**src/rtl/hfm_pkg.sv**
```systemverilog
package hfm_pkg;
   // Width of one hexadecimal digit of the fraction.
   localparam int unsigned DIGIT_W = 4;
   // Extra leading digits of the double-width product over the fraction.
   localparam int unsigned HEAD_DIGITS = 2;

   typedef enum logic [0:0] {
      ST_IDLE = 1'b0,
      ST_MUL  = 1'b1
   } hfm_state_e;
endpackage

```
**src/rtl/hfm_unpack.sv**
```systemverilog
module hfm_unpack #(
   parameter int EXP_W  = 7,
   parameter int DIGITS = 6,
   parameter int EXPI_W = EXP_W + 4
) (
   input  logic [1+EXP_W+DIGITS*hfm_pkg::DIGIT_W-1:0] word,
   output logic                                       sign,
   output logic signed [EXPI_W-1:0]                   exp_n,
   output logic [DIGITS*hfm_pkg::DIGIT_W-1:0]         frac_n,
   output logic                                       is_zero
);
   localparam int FRAC_W = DIGITS * hfm_pkg::DIGIT_W;
   localparam int LZ_W   = $clog2(DIGITS + 1);

   logic [FRAC_W-1:0]        raw;
   logic [LZ_W-1:0]          lz;
   logic                     found;
   logic signed [EXPI_W-1:0] e_raw;
   logic signed [EXPI_W-1:0] e_lz;

   assign raw = word[FRAC_W-1:0];

   // Count leading zero hex digits of the raw fraction.
   always_comb begin
      lz    = '0;
      found = 1'b0;
      for (int d = DIGITS - 1; d >= 0; d--) begin
         if (!found) begin
            if (raw[d*hfm_pkg::DIGIT_W +: hfm_pkg::DIGIT_W] != '0) found = 1'b1;
            else                                                 lz = lz + 1'b1;
         end
      end
   end

   assign is_zero = (raw == '0);
   assign e_raw   = EXPI_W'(word[FRAC_W +: EXP_W]);
   assign e_lz    = EXPI_W'(lz);
   assign frac_n  = raw << {lz, 2'b00};
   assign exp_n   = is_zero ? '0 : (e_raw - e_lz);
   assign sign    = is_zero ? 1'b0 : word[FRAC_W+EXP_W];
endmodule

```
**src/rtl/hfm_mul_core.sv**
```systemverilog
module hfm_mul_core #(
   parameter int DIGITS    = 6,
   parameter bit ITERATIVE = 1'b1
) (
   input  logic                                   clk,
   input  logic                                   rst_n,
   input  logic                                   load,
   input  logic [DIGITS*hfm_pkg::DIGIT_W-1:0]     a,
   input  logic [DIGITS*hfm_pkg::DIGIT_W-1:0]     b,
   output logic [2*DIGITS*hfm_pkg::DIGIT_W-1:0]   prod,
   output logic                                   prod_valid
);
   localparam int DW     = hfm_pkg::DIGIT_W;
   localparam int FRAC_W = DIGITS * DW;
   localparam int PROD_W = 2 * FRAC_W;
   localparam int PW     = FRAC_W + DW;
   localparam int CNT_W  = (DIGITS > 1) ? $clog2(DIGITS) : 1;

   generate
      if (ITERATIVE) begin : g_serial
         logic [FRAC_W-1:0] mcand;
         logic [FRAC_W-1:0] mplier;
         logic [PROD_W-1:0] acc;
         logic [CNT_W-1:0]  cnt;
         logic              run;
         logic [PW-1:0]     partial;

         // One multiplier digit per cycle; accumulator moves right one digit.
         assign partial = PW'(acc[PROD_W-1:FRAC_W]) + PW'(mcand) * PW'(mplier[DW-1:0]);

         always_ff @(posedge clk or negedge rst_n) begin
            if (!rst_n) begin
               mcand      <= '0;
               mplier     <= '0;
               acc        <= '0;
               cnt        <= '0;
               run        <= 1'b0;
               prod_valid <= 1'b0;
            end else begin
               prod_valid <= 1'b0;
               if (load) begin
                  mcand  <= a;
                  mplier <= b;
                  acc    <= '0;
                  cnt    <= '0;
                  run    <= 1'b1;
               end else if (run) begin
                  acc    <= {partial, acc[FRAC_W-1:DW]};
                  mplier <= mplier >> DW;
                  cnt    <= cnt + 1'b1;
                  if (cnt == CNT_W'(DIGITS - 1)) begin
                     run        <= 1'b0;
                     prod_valid <= 1'b1;
                  end
               end
            end
         end
         assign prod = acc;

         p_step_bound_r11: assert property (@(posedge clk) disable iff (!rst_n)
            run |-> (int'(cnt) < DIGITS));
         p_valid_after_run_r11: assert property (@(posedge clk) disable iff (!rst_n)
            prod_valid |-> $past(run));
      end else begin : g_array
         logic [PROD_W-1:0] acc;
         always_ff @(posedge clk or negedge rst_n) begin
            if (!rst_n) begin
               acc        <= '0;
               prod_valid <= 1'b0;
            end else begin
               prod_valid <= load;
               if (load) acc <= PROD_W'(a) * PROD_W'(b);
            end
         end
         assign prod = acc;
      end
   endgenerate
endmodule

```
**src/rtl/hfm_round_pack.sv**
```systemverilog
module hfm_round_pack #(
   parameter int EXP_W  = 7,
   parameter int DIGITS = 6,
   parameter int EXPI_W = EXP_W + 4
) (
   input  logic                                     sign,
   input  logic signed [EXPI_W-1:0]                 exp_sum,
   input  logic [2*DIGITS*hfm_pkg::DIGIT_W-1:0]     prod,
   output logic [1+EXP_W+DIGITS*hfm_pkg::DIGIT_W-1:0] word,
   output logic                                     ovf,
   output logic                                     neg,
   output logic                                     pos
);
   localparam int DW     = hfm_pkg::DIGIT_W;
   localparam int FRAC_W = DIGITS * DW;
   localparam int PROD_W = 2 * FRAC_W;
   localparam int LZ_W   = $clog2(2 * DIGITS + 1);
   localparam logic signed [EXPI_W-1:0] BIAS_S    = EXPI_W'(1 << (EXP_W - 1));
   localparam logic signed [EXPI_W-1:0] HEAD_S    = EXPI_W'(hfm_pkg::HEAD_DIGITS);
   localparam logic signed [EXPI_W-1:0] EXP_MAX_S = EXPI_W'((1 << EXP_W) - 1);

   logic [LZ_W-1:0]          lz;
   logic                     found;
   logic [PROD_W-1:0]        norm;
   logic [FRAC_W:0]          inc;
   logic [FRAC_W-1:0]        frac_fin;
   logic signed [EXPI_W-1:0] lz_s;
   logic signed [EXPI_W-1:0] e_norm;
   logic signed [EXPI_W-1:0] e_fin;
   logic                     under;
   logic                     over;
   logic                     unused_low;

   // Leading zero digits of the double-width product.
   always_comb begin
      lz    = '0;
      found = 1'b0;
      for (int d = 2 * DIGITS - 1; d >= 0; d--) begin
         if (!found) begin
            if (prod[d*DW +: DW] != '0) found = 1'b1;
            else                         lz = lz + 1'b1;
         end
      end
   end

   assign norm       = prod << {lz, 2'b00};
   assign unused_low = ^{norm[FRAC_W-2:0], inc[DW-1:0]};
   assign lz_s       = EXPI_W'(lz);
   // Product exponent carries two head digits, then the digit shift removes them.
   assign e_norm     = exp_sum - BIAS_S + HEAD_S - (HEAD_S + lz_s);
   assign inc        = {1'b0, norm[PROD_W-1:FRAC_W]} + (FRAC_W+1)'(norm[FRAC_W-1]);

   always_comb begin
      if (inc[FRAC_W]) begin
         frac_fin = {{(DW-1){1'b0}}, inc[FRAC_W:DW]};
         e_fin    = e_norm + EXPI_W'(1);
      end else begin
         frac_fin = inc[FRAC_W-1:0];
         e_fin    = e_norm;
      end
   end

   assign under = e_fin[EXPI_W-1] || (e_fin == '0);
   assign over  = !e_fin[EXPI_W-1] && (e_fin > EXP_MAX_S);

   always_comb begin
      if (prod == '0) begin
         word = '0;
         ovf  = 1'b0;
         neg  = 1'b0;
         pos  = 1'b0;
      end else if (under) begin
         word = '0;
         ovf  = 1'b1;
         neg  = 1'b0;
         pos  = 1'b0;
      end else if (over) begin
         word = {sign, {(EXP_W+FRAC_W){1'b1}}};
         ovf  = 1'b1;
         neg  = sign;
         pos  = !sign;
      end else begin
         word = {sign, e_fin[EXP_W-1:0], frac_fin};
         ovf  = 1'b0;
         neg  = sign;
         pos  = !sign;
      end
   end
endmodule

```
**src/rtl/hfm_mul.sv**
```systemverilog
module hfm_mul #(
   parameter int EXP_W     = 7,
   parameter int DIGITS    = 6,
   parameter bit ITERATIVE = 1'b1,
   parameter int WORD_W    = 1 + EXP_W + DIGITS * 4
) (
   input  logic              clk,
   input  logic              rst_n,
   input  logic              start,
   input  logic [WORD_W-1:0] op_a,
   input  logic [WORD_W-1:0] op_b,
   output logic              busy,
   output logic              done,
   output logic [WORD_W-1:0] result,
   output logic              cc_ovf,
   output logic              cc_neg,
   output logic              cc_pos
);
   import hfm_pkg::*;

   localparam int FRAC_W = DIGITS * DIGIT_W;
   localparam int PROD_W = 2 * FRAC_W;
   localparam int EXPI_W = EXP_W + 4;

   generate
      if (DIGITS < 2 || DIGITS > 16) begin : g_bad_digits
         $error("hfm_mul: DIGITS must lie in 2..16");
      end
      if (EXP_W < 3 || EXP_W > 16) begin : g_bad_exp
         $error("hfm_mul: EXP_W must lie in 3..16");
      end
      if (WORD_W != 1 + EXP_W + DIGITS * DIGIT_W) begin : g_bad_word
         $error("hfm_mul: WORD_W does not match EXP_W and DIGITS");
      end
   endgenerate

   logic [WORD_W-1:0]        opw   [2];
   logic                     sgn_u [2];
   logic signed [EXPI_W-1:0] exp_u [2];
   logic [FRAC_W-1:0]        frc_u [2];
   logic                     zer_u [2];

   assign opw[0] = op_a;
   assign opw[1] = op_b;

   generate
      for (genvar i = 0; i < 2; i++) begin : g_unpack
         hfm_unpack #(.EXP_W(EXP_W), .DIGITS(DIGITS), .EXPI_W(EXPI_W)) u_unpack (
            .word    (opw[i]),
            .sign    (sgn_u[i]),
            .exp_n   (exp_u[i]),
            .frac_n  (frc_u[i]),
            .is_zero (zer_u[i])
         );
      end
   endgenerate

   hfm_state_e               state;
   logic                     sign_r;
   logic signed [EXPI_W-1:0] esum_r;
   logic                     accept;
   logic                     any_zero;
   logic                     load;
   logic [PROD_W-1:0]        prod;
   logic                     prod_valid;
   logic [WORD_W-1:0]        pk_word;
   logic                     pk_ovf;
   logic                     pk_neg;
   logic                     pk_pos;

   assign accept   = (state == ST_IDLE) && start;
   assign any_zero = zer_u[0] || zer_u[1];
   assign load     = accept && !any_zero;
   assign busy     = (state != ST_IDLE);

   hfm_mul_core #(.DIGITS(DIGITS), .ITERATIVE(ITERATIVE)) u_core (
      .clk        (clk),
      .rst_n      (rst_n),
      .load       (load),
      .a          (frc_u[0]),
      .b          (frc_u[1]),
      .prod       (prod),
      .prod_valid (prod_valid)
   );

   hfm_round_pack #(.EXP_W(EXP_W), .DIGITS(DIGITS), .EXPI_W(EXPI_W)) u_pack (
      .sign    (sign_r),
      .exp_sum (esum_r),
      .prod    (prod),
      .word    (pk_word),
      .ovf     (pk_ovf),
      .neg     (pk_neg),
      .pos     (pk_pos)
   );

   always_ff @(posedge clk or negedge rst_n) begin
      if (!rst_n) begin
         state  <= ST_IDLE;
         sign_r <= 1'b0;
         esum_r <= '0;
         done   <= 1'b0;
         result <= '0;
         cc_ovf <= 1'b0;
         cc_neg <= 1'b0;
         cc_pos <= 1'b0;
      end else begin
         done <= 1'b0;
         case (state)
            ST_IDLE: begin
               if (accept) begin
                  sign_r <= sgn_u[0] ^ sgn_u[1];
                  esum_r <= exp_u[0] + exp_u[1];
                  if (any_zero) begin
                     result <= '0;
                     cc_ovf <= 1'b0;
                     cc_neg <= 1'b0;
                     cc_pos <= 1'b0;
                     done   <= 1'b1;
                  end else begin
                     state <= ST_MUL;
                  end
               end
            end
            ST_MUL: begin
               if (prod_valid) begin
                  result <= pk_word;
                  cc_ovf <= pk_ovf;
                  cc_neg <= pk_neg;
                  cc_pos <= pk_pos;
                  done   <= 1'b1;
                  state  <= ST_IDLE;
               end
            end
            default: state <= ST_IDLE;
         endcase
      end
   end

   p_done_pulse_r9: assert property (@(posedge clk) disable iff (!rst_n)
      done |=> !done);
   p_ignore_start_r10: assert property (@(posedge clk) disable iff (!rst_n)
      (busy && start) |=> ($stable(esum_r) && $stable(sign_r)));
   p_zero_flags_r2: assert property (@(posedge clk) disable iff (!rst_n)
      (done && result == '0) |-> (!cc_neg && !cc_pos));
   p_saturate_r7: assert property (@(posedge clk) disable iff (!rst_n)
      (done && cc_ovf) |-> ((result[WORD_W-2:0] == '0) || (&result[WORD_W-2:0])));
   p_flag_excl_r8: assert property (@(posedge clk) disable iff (!rst_n)
      $onehot0({cc_neg, cc_pos}));
   p_normalized_r4: assert property (@(posedge clk) disable iff (!rst_n)
      (done && !cc_ovf && result != '0) |-> (result[FRAC_W-1 -: DIGIT_W] != '0));
   p_hold_r9: assert property (@(posedge clk) disable iff (!rst_n)
      !done |=> (done || $stable(result)));
endmodule

```
**config.mk**
```make
export PLATFORM = sky130hd
export DESIGN_NAME = hfm_mul
export DESIGN_NICKNAME = d
export VERILOG_FILES = /design/src/rtl/hfm_pkg.sv /design/src/rtl/hfm_unpack.sv /design/src/rtl/hfm_mul_core.sv /design/src/rtl/hfm_round_pack.sv /design/src/rtl/hfm_mul.sv
export SDC_FILE = /design/constraint.sdc
export NUM_CORES = 1
export LEC_CHECK = 0
export BUFFER_PORTS_ARGS = -buffer_cell sky130_fd_sc_hd__buf_2
export CORE_MARGIN = 4
export CORE_UTILIZATION = 30
export CTS_BUF_LIST = sky130_fd_sc_hd__clkbuf_8
export CTS_CLUSTER_DIAMETER = 30
export DETAILED_ROUTE_END_ITERATION = 16
export PLACE_DENSITY = 0.57
export SKIP_LAST_GASP = 1
export SLEW_MARGIN = 30
export SYNTH_ARGS = -nofsm -noshare
export SYNTH_HDL_FRONTEND = slang
export SYNTH_SLANG_ARGS = --single-unit
```
**constraint.sdc**
```tcl
create_clock -name clk -period 15.64 [get_ports clk]
set_clock_uncertainty 0.1 [all_clocks]
set_input_delay 0.782 -clock clk [delete_from_list [all_inputs] [get_ports clk]]
set_output_delay 0.782 -clock clk [all_outputs]
set_load 0.005 [all_outputs]
```
* Word-level counts from Yosys, hierarchy flattened *
Index checks and enable logic that the tools add are counted.

storage, ports and cells
  logic and storage cells = 228
  output and inout port bits = 37
  input bits = 67
  bits in registers = 150

operators by class
  shift operators = 3
  multiplexer cells = 132
  magnitude comparators = 1
  bitwise logic cells = 2
  reduce and logical (&&, ||, !) cells = 39
  eq/ne operators = 4
  multiply operators = 1
  add/sub/neg operators = 32

operators by type and width
  operator                                                        number
  2-to-1 mux 32 bit                                               5
  2-to-1 mux 48 bit                                               2
  nonzero test 4 bit                                              24
  2-to-1 mux 4 bit                                                22
  2-to-1 mux 24 bit                                               3
  2-to-1 mux 1 bit                                                68
  2-to-1 mux 3 bit                                                22
  one-hot mux 32 bit (2 select lines)                             1
  zero test 24 bit                                                2
  zero test 48 bit                                                1
  << shifter 24 x 5 -> 24 bit                                     2
  << shifter 48 x 6 -> 48 bit                                     1
  adder 4 x 1 -> 4 bit, second input constant                     10
  2-to-1 mux 11 bit                                               3
  2-to-1 mux 31 bit                                               1
  adder 24 x 28 -> 28 bit                                         1
  multiplier 24 x 4 -> 28 bit                                     1
  adder 3 x 1 -> 3 bit, second input constant                     9
  adder 24 x 1 -> 25 bit                                          1
  subtractor 7 x 3 -> 8 bit                                       2
  adder 11 bit                                                    1
  adder 11 x 2 -> 11 bit, second input constant                   1
  adder 11 x 3 -> 11 bit, second input constant                   1
  greater-than comparator 11 x 8 -> 1 bit, second input constant  1
  17 further kinds                                                29

* Depth between registers and ports, before layout *
  word-level depth = 46
  gate-level depth with buffers = 52
  mapped depth without buffers = 48

* Modules after synthesis *
A second synthesis with hierarchy kept.

unflattened totals
  cell total of the unflattened synthesis = 1,991
  area total of the unflattened synthesis = 17,170.2 um2

by module, submodules not included
  module                              cells an instance  area an instance (um2)  times used  sequential area each (um2)
  hfm_mul_core                        821                7,901.3                 1           2,527.4
  hfm_round_pack                      664                4,609.4                 1           0.0
  hfm_mul                             189                2,294.7                 1           1,226.2
  hfm_unpack at g_unpack[1].u_unpack  163                1,227.4                 1           0.0
  hfm_unpack at g_unpack[0].u_unpack  154                1,137.3                 1           0.0

* Worst setup path before layout *
No wires, ideal clock.

  kind = register -> register
  from = register u_core.g_serial.acc[36] (netlist: u_core.prod[36])
  to = register cc_ovf
  period minus slack after synthesis = 10.465 ns
  setup time = 0.121 ns
  slack = 5.175 ns
  arrival time = 10.244 ns
  stages on the path, launching flop included = 51
  data required time = 15.419 ns
  path through = dfrtp_1 or4_1 buf_2 a21oi_1 ha_1 o311a_1 ha_1 or4_1 o21ai_0 ha_1 nand2_1 nand3_1 nor4b_1 o21bai_1 ha_1 nand2_1 a211oi_1 a21oi_1 [15 not listed] ha_1 inv_1 ha_1 inv_1 fa_1 inv_1 a21oi_1 o21bai_1 xor2_1 nand3_1 xnor2_1 or3_1 a211oi_1 a31oi_1 nor4_2 nor2_1 or3b_1 o22a_1

on the way
  word-level cells in the longest chain between the ends = 41
  elaborated cells between the ends (all ways) = 57
  classes of those cells = add/sub (13); order compare (1); shift (1); mux (36); reduce/logical (6)

RTL lines
  what                                                                               RTL line              source
  start, declared                                                                    hfm_mul_core.sv:23    logic [PROD_W-1:0] acc;
  start signal, assigned                                                             hfm_mul_core.sv:48    acc <= {partial, acc[FRAC_W-1:DW]};
  nonzero test 4 bit                                                                 hfm_round_pack.sv:40  if (prod[d*DW +: DW] != '0) found = 1'b1;
  2-to-1 mux 4 bit                                                                   hfm_round_pack.sv:40
  2-to-1 mux 4 bit                                                                   hfm_round_pack.sv:39  if (!found) begin
  adder 4 x 1 -> 4 bit                                                               hfm_round_pack.sv:41  else lz = lz + 1'b1;
  2-to-1 mux 4 bit                                                                   hfm_round_pack.sv:40
  2-to-1 mux 4 bit                                                                   hfm_round_pack.sv:39
  adder 4 x 1 -> 4 bit                                                               hfm_round_pack.sv:41
  2-to-1 mux 4 bit                                                                   hfm_round_pack.sv:40
  [25 not listed]                                                                    -
  2-to-1 mux 11 bit                                                                  hfm_round_pack.sv:54  if (inc[FRAC_W]) begin
  greater-than comparator 11 x 8 -> 1 bit / zero test 1 bit (equally long branches)  hfm_round_pack.sv:64  assign over = !e_fin[EXPI_W-1] && (e_fin > EXP_MAX_S);
  logical AND 1 bit                                                                  hfm_round_pack.sv:64
  2-to-1 mux 1 bit                                                                   hfm_round_pack.sv:77  end else if (over) begin
  2-to-1 mux 1 bit                                                                   hfm_round_pack.sv:72  end else if (under) begin
  2-to-1 mux 1 bit *                                                                 hfm_round_pack.sv:67  if (prod == '0) begin
  2-to-1 mux 1 bit *                                                                 hfm_mul.sv:125        if (prod_valid) begin
  one-hot mux 1 bit (2 select lines) *                                               hfm_mul.sv:108        case (state)
  end signal, assigned                                                               hfm_mul.sv:127        cc_ovf <= pk_ovf;
  end, declared                                                                      hfm_mul.sv:15         output logic cc_ovf,

Mark *: on every way between the ends. The rest lies on a longest branch, timed or not. The select of a mux whose other input is x is not followed.
A chain may end at the register's enable or synchronous reset.

* Worst setup path in the final report *
  from = register u_core.g_serial.acc[36] (netlist: u_core.prod[36])
  to = register result[23]

on the way
  word-level cells in the longest chain between the ends = 41
  elaborated cells between the ends (all ways) = 58
  classes of those cells = add/sub (13); order compare (1); shift (1); mux (37); reduce/logical (6)

RTL lines
  what                                                                               RTL line              source
  nonzero test 4 bit                                                                 hfm_round_pack.sv:40
  2-to-1 mux 4 bit                                                                   hfm_round_pack.sv:40
  2-to-1 mux 4 bit                                                                   hfm_round_pack.sv:39
  adder 4 x 1 -> 4 bit                                                               hfm_round_pack.sv:41
  2-to-1 mux 4 bit                                                                   hfm_round_pack.sv:40
  2-to-1 mux 4 bit                                                                   hfm_round_pack.sv:39
  adder 4 x 1 -> 4 bit                                                               hfm_round_pack.sv:41
  2-to-1 mux 4 bit                                                                   hfm_round_pack.sv:40
  [25 not listed]                                                                    -
  2-to-1 mux 11 bit                                                                  hfm_round_pack.sv:54
  greater-than comparator 11 x 8 -> 1 bit / zero test 1 bit (equally long branches)  hfm_round_pack.sv:64
  logical AND 1 bit                                                                  hfm_round_pack.sv:64
  2-to-1 mux 31 bit                                                                  hfm_round_pack.sv:77
  2-to-1 mux 32 bit                                                                  hfm_round_pack.sv:72
  2-to-1 mux 32 bit *                                                                hfm_round_pack.sv:67
  2-to-1 mux 32 bit *                                                                hfm_mul.sv:125
  one-hot mux 32 bit (2 select lines) *                                              hfm_mul.sv:108
  end signal, assigned                                                               hfm_mul.sv:126        result <= pk_word;
  end, declared                                                                      hfm_mul.sv:14         output logic [WORD_W-1:0] result,

Marked as above.

==> run metrics <==
fmax=83.04 MHz; worst hold path type=in2async; outcome=complete, no violations; postcts setup bufs=0; # rows=82; Tcrit/Tclk final=77.00%; number of max-cap violations=0; routed wire length=45.19 mm; largest net degree at the start of global routing=79; register bit total from synthesis=149; crit-path most repeated cell=ha_1; Fillers=5274; Worst Path Arrival=12.35 ns; layout cells sized above 1=10.73%; CTS tree=yes; Worst setup EP type=flip-flop; CTS Buf Count=17; Slew @ Worst Pin=0.9646 ns; DRT iter0 DRCs=1133; cell taking the most area after synthesis=dfrtp_1; full die area=54410 µm²; Initial Util=30.34%; Clock transition at path regs=0.09 ns; main combinational cell family by area after synthesis=simple AND/OR/NAND/NOR gates; first-pass GRT wire length=72.53 mm; crit path max fanout=36; Synth Flop Type=dfrtp_1; Final Wtd Congestion=0.9002; Detailed Place HPWL=35.26 mm; TNS Setup=0 ns; Final ANT Viol Nets=0; max-slew violations=0; PortBufs=103; cells taking the most area after synthesis=dfrtp_1, fa_1, mux2i_1, ha_1, nand2_1; CTS Buffer Depth=2; post-cts sizing count=0; post-synthesis compound-gate area fraction=16.48%; Warnings, synthesis=0; Layout area overhead=10.58%; final setup violation count=0; Clock Latency Late Sink=0.51 ns; core area=50170 µm²; CTS Hold Bufs=0; vias per cell=5.353; Synthesized Nets=2068; Period minus WS final=12.04 ns; DR WL/cell=17.49 µm; Nets=2117; Post-synth EDFFs=0; initial antenna violation count=1; vias in the first global route=13350; Avg Inst Size Synth=8.233 µm²; synthesized instance count=1849; via count=13830; Post-Synth Simple-Gate Area=22.55%; post-synthesis mux area share=9.928%; Hold Fails Final Rpt=0; WP data required=15.95 ns; Top Ports=104; top cell type's share of synthesized area=24.49%; drt first pass iters=5; post-synthesis adder-cell area fraction=15.99%; xor and xnor area share after synthesis=5.186%; Worst path max stage delay=0.86 ns; CTS Sinks=149; GRT Total Usage=16.40%; Startpoint Class=flip-flop; total gr overflow=0; Cell Area, Synth=15220 µm²; DRC viols=0; RSZ-0062 raised after global routing=no; Seq/Total Area, Yosys=24.49%; slowest stage cell, crit path=a211oi_2; Cell variety after synth=86; CTS Root Cell=clkbuf_8; Chip Width=233.3 µm; Worst Setup Path Type=reg2reg; Relative slew margins=35.10%; asr flop ratio synth=100.0%; die height=233.3 µm; CTS H-tree depth=4
-- logic make-up (layout without fill, tap and decap cells) --
logic type | Yosys count | in the layout
and+or+nand+nor | 724 | 724
other | 0 | 1
xor gates and xnor gates | 86 | 86
adders and majority gates | 152 | 152
buffers and inverters | 208 | 270
AOI/OAI and AO/OA | 380 | 380
muxes | 150 | 150
DFF | 149 | 149
-- final cells by class --
| type | instances | area, µm² | share of cell area, % |
|---|---|---|---|
| diodes | 1 | 2.502 | 0.01487 |
| clock buffers | 17 | 234.0 | 1.390 |
| clock inverters | 15 | 200.2 | 1.189 |
| inverters | 110 | 412.9 | 2.453 |
| multi-input cells | 1492 | 10700 | 63.55 |
| flip-flops and latches | 149 | 3732 | 22.17 |
| well taps | 672 | 840.8 | 4.995 |
| repair buffers | 128 | 713.2 | 4.237 |
-- worst paths after layout --
path | from | endpoint | slack (ns) | depth (start not counted)
max in group asynchronous | rst_n | u_core.g_serial.run | 14.04 | 2
hold / removal | rst_n | u_core.g_serial.mcand[7] | 0.19 | 1
setup / recovery | u_core.prod[36] | result[23] | 3.60 | 43
setup reg to reg | u_core.prod[36] | result[23] | 3.60 | 43
hold reg to reg | u_core.prod_valid | busy | 0.36 | 1
min in group clk | u_core.prod_valid | busy | 0.36 | 1
-- critical path, delay by kind of cell (launching register included) --
family	cells	cell delay (ns)
multiplexers	1	0.30
buffers and inverters	3	0.72
flip-flops	1	0.48
adder cells (fa/ha/maj)	8	2.18
AND/OR/NAND/NOR	16	3.99
AO/OA/AOI/OAI	15	4.15
-- through the flow --
stage | hold slack, ns | instance area, µm² | utilization (%) | std cells | setup WS [ns]
after floorplan | 0.3247 | 15220 | - | 1849 | 5.175
after global placement | 0.3355 | 16390 | 32.67 | 2551 | 4.254
after detailed placement | 0.3571 | 16390 | 32.67 | 2551 | 3.818
after CTS | 0.1966 | 16830 | 33.54 | 2583 | 3.775
after global routing | 0.2322 | 16830 | 33.55 | 2584 | 2.648
final | 0.1936 | 16830 | 33.55 | 2584 | 3.597
-- registers in the layout, summed over array words and instances (netlist names) --
signal,cells
u_core.prod,48
cc_pos,1
u_core.g_serial.run,1
esum_r,11
busy,1
u_core.prod_valid,1
result,32
u_core.g_serial.mplier,24
u_core.g_serial.cnt,3
u_core.g_serial.mcand,24
done,1
sign_r,1
cc_ovf,1
-- Yosys cell counts (16+ instances only) --
master,count
nor2b_1,27
fa_1,71
mux2i_1,142
o21ai_0,66
inv_1,107
a31oi_1,18
dfrtp_1,149
ha_1,81
nor2_1,201
xor2_1,32
o211ai_1,22
nand3_1,35
a21oi_1,103
a21o_1,20
and2_1,36
nand2_1,259
clkbuf_1,68
nand4_1,16
nor3_1,29
nor4_1,34
xnor2_1,51
o31ai_1,17
o22ai_1,20
a211oi_1,23
-- routing by layer --
layer | part of all wire, % | global-route usage, % | wire length, µm | vias up
li1 | - | - | - | 6614
met1 | 45 | 22.07 | 20500 | 6781
met2 | 48 | 27.73 | 21880 | 365
met3 | 4.1 | 2.085 | 1831 | 72
met4 | 2.2 | 4.539 | 975 | 0
met5 | 0 | 0 | 0 | -
-- layout by cell type (no fill, tap or decap), types with 11 or more instances in the layout --
cell type / instances
clkbuf_8: 17
nand2_1: 259
and2_1: 36
and3_1: 14
a211oi_1: 23
xnor2_1: 51
fa_1: 71
o31ai_1: 17
nand4_1: 16
xor2_1: 32
a21o_1: 20
a21oi_1: 103
ha_1: 81
dfrtp_1: 148
buf_2: 102
buf_4: 24
nor4_1: 34
nor2b_1: 26
mux2i_1: 142
nor3_1: 27
nor2_1: 201
o211ai_1: 22
o22ai_1: 20
inv_1: 106
nand3_1: 35
or4_1: 15
or3_1: 15
o21bai_1: 11
o21ai_0: 66
a31oi_1: 18
Power is left out: the tool's default activity adds up to more than one toggle a clock period on the data nets, which glitch-free logic cannot reach.
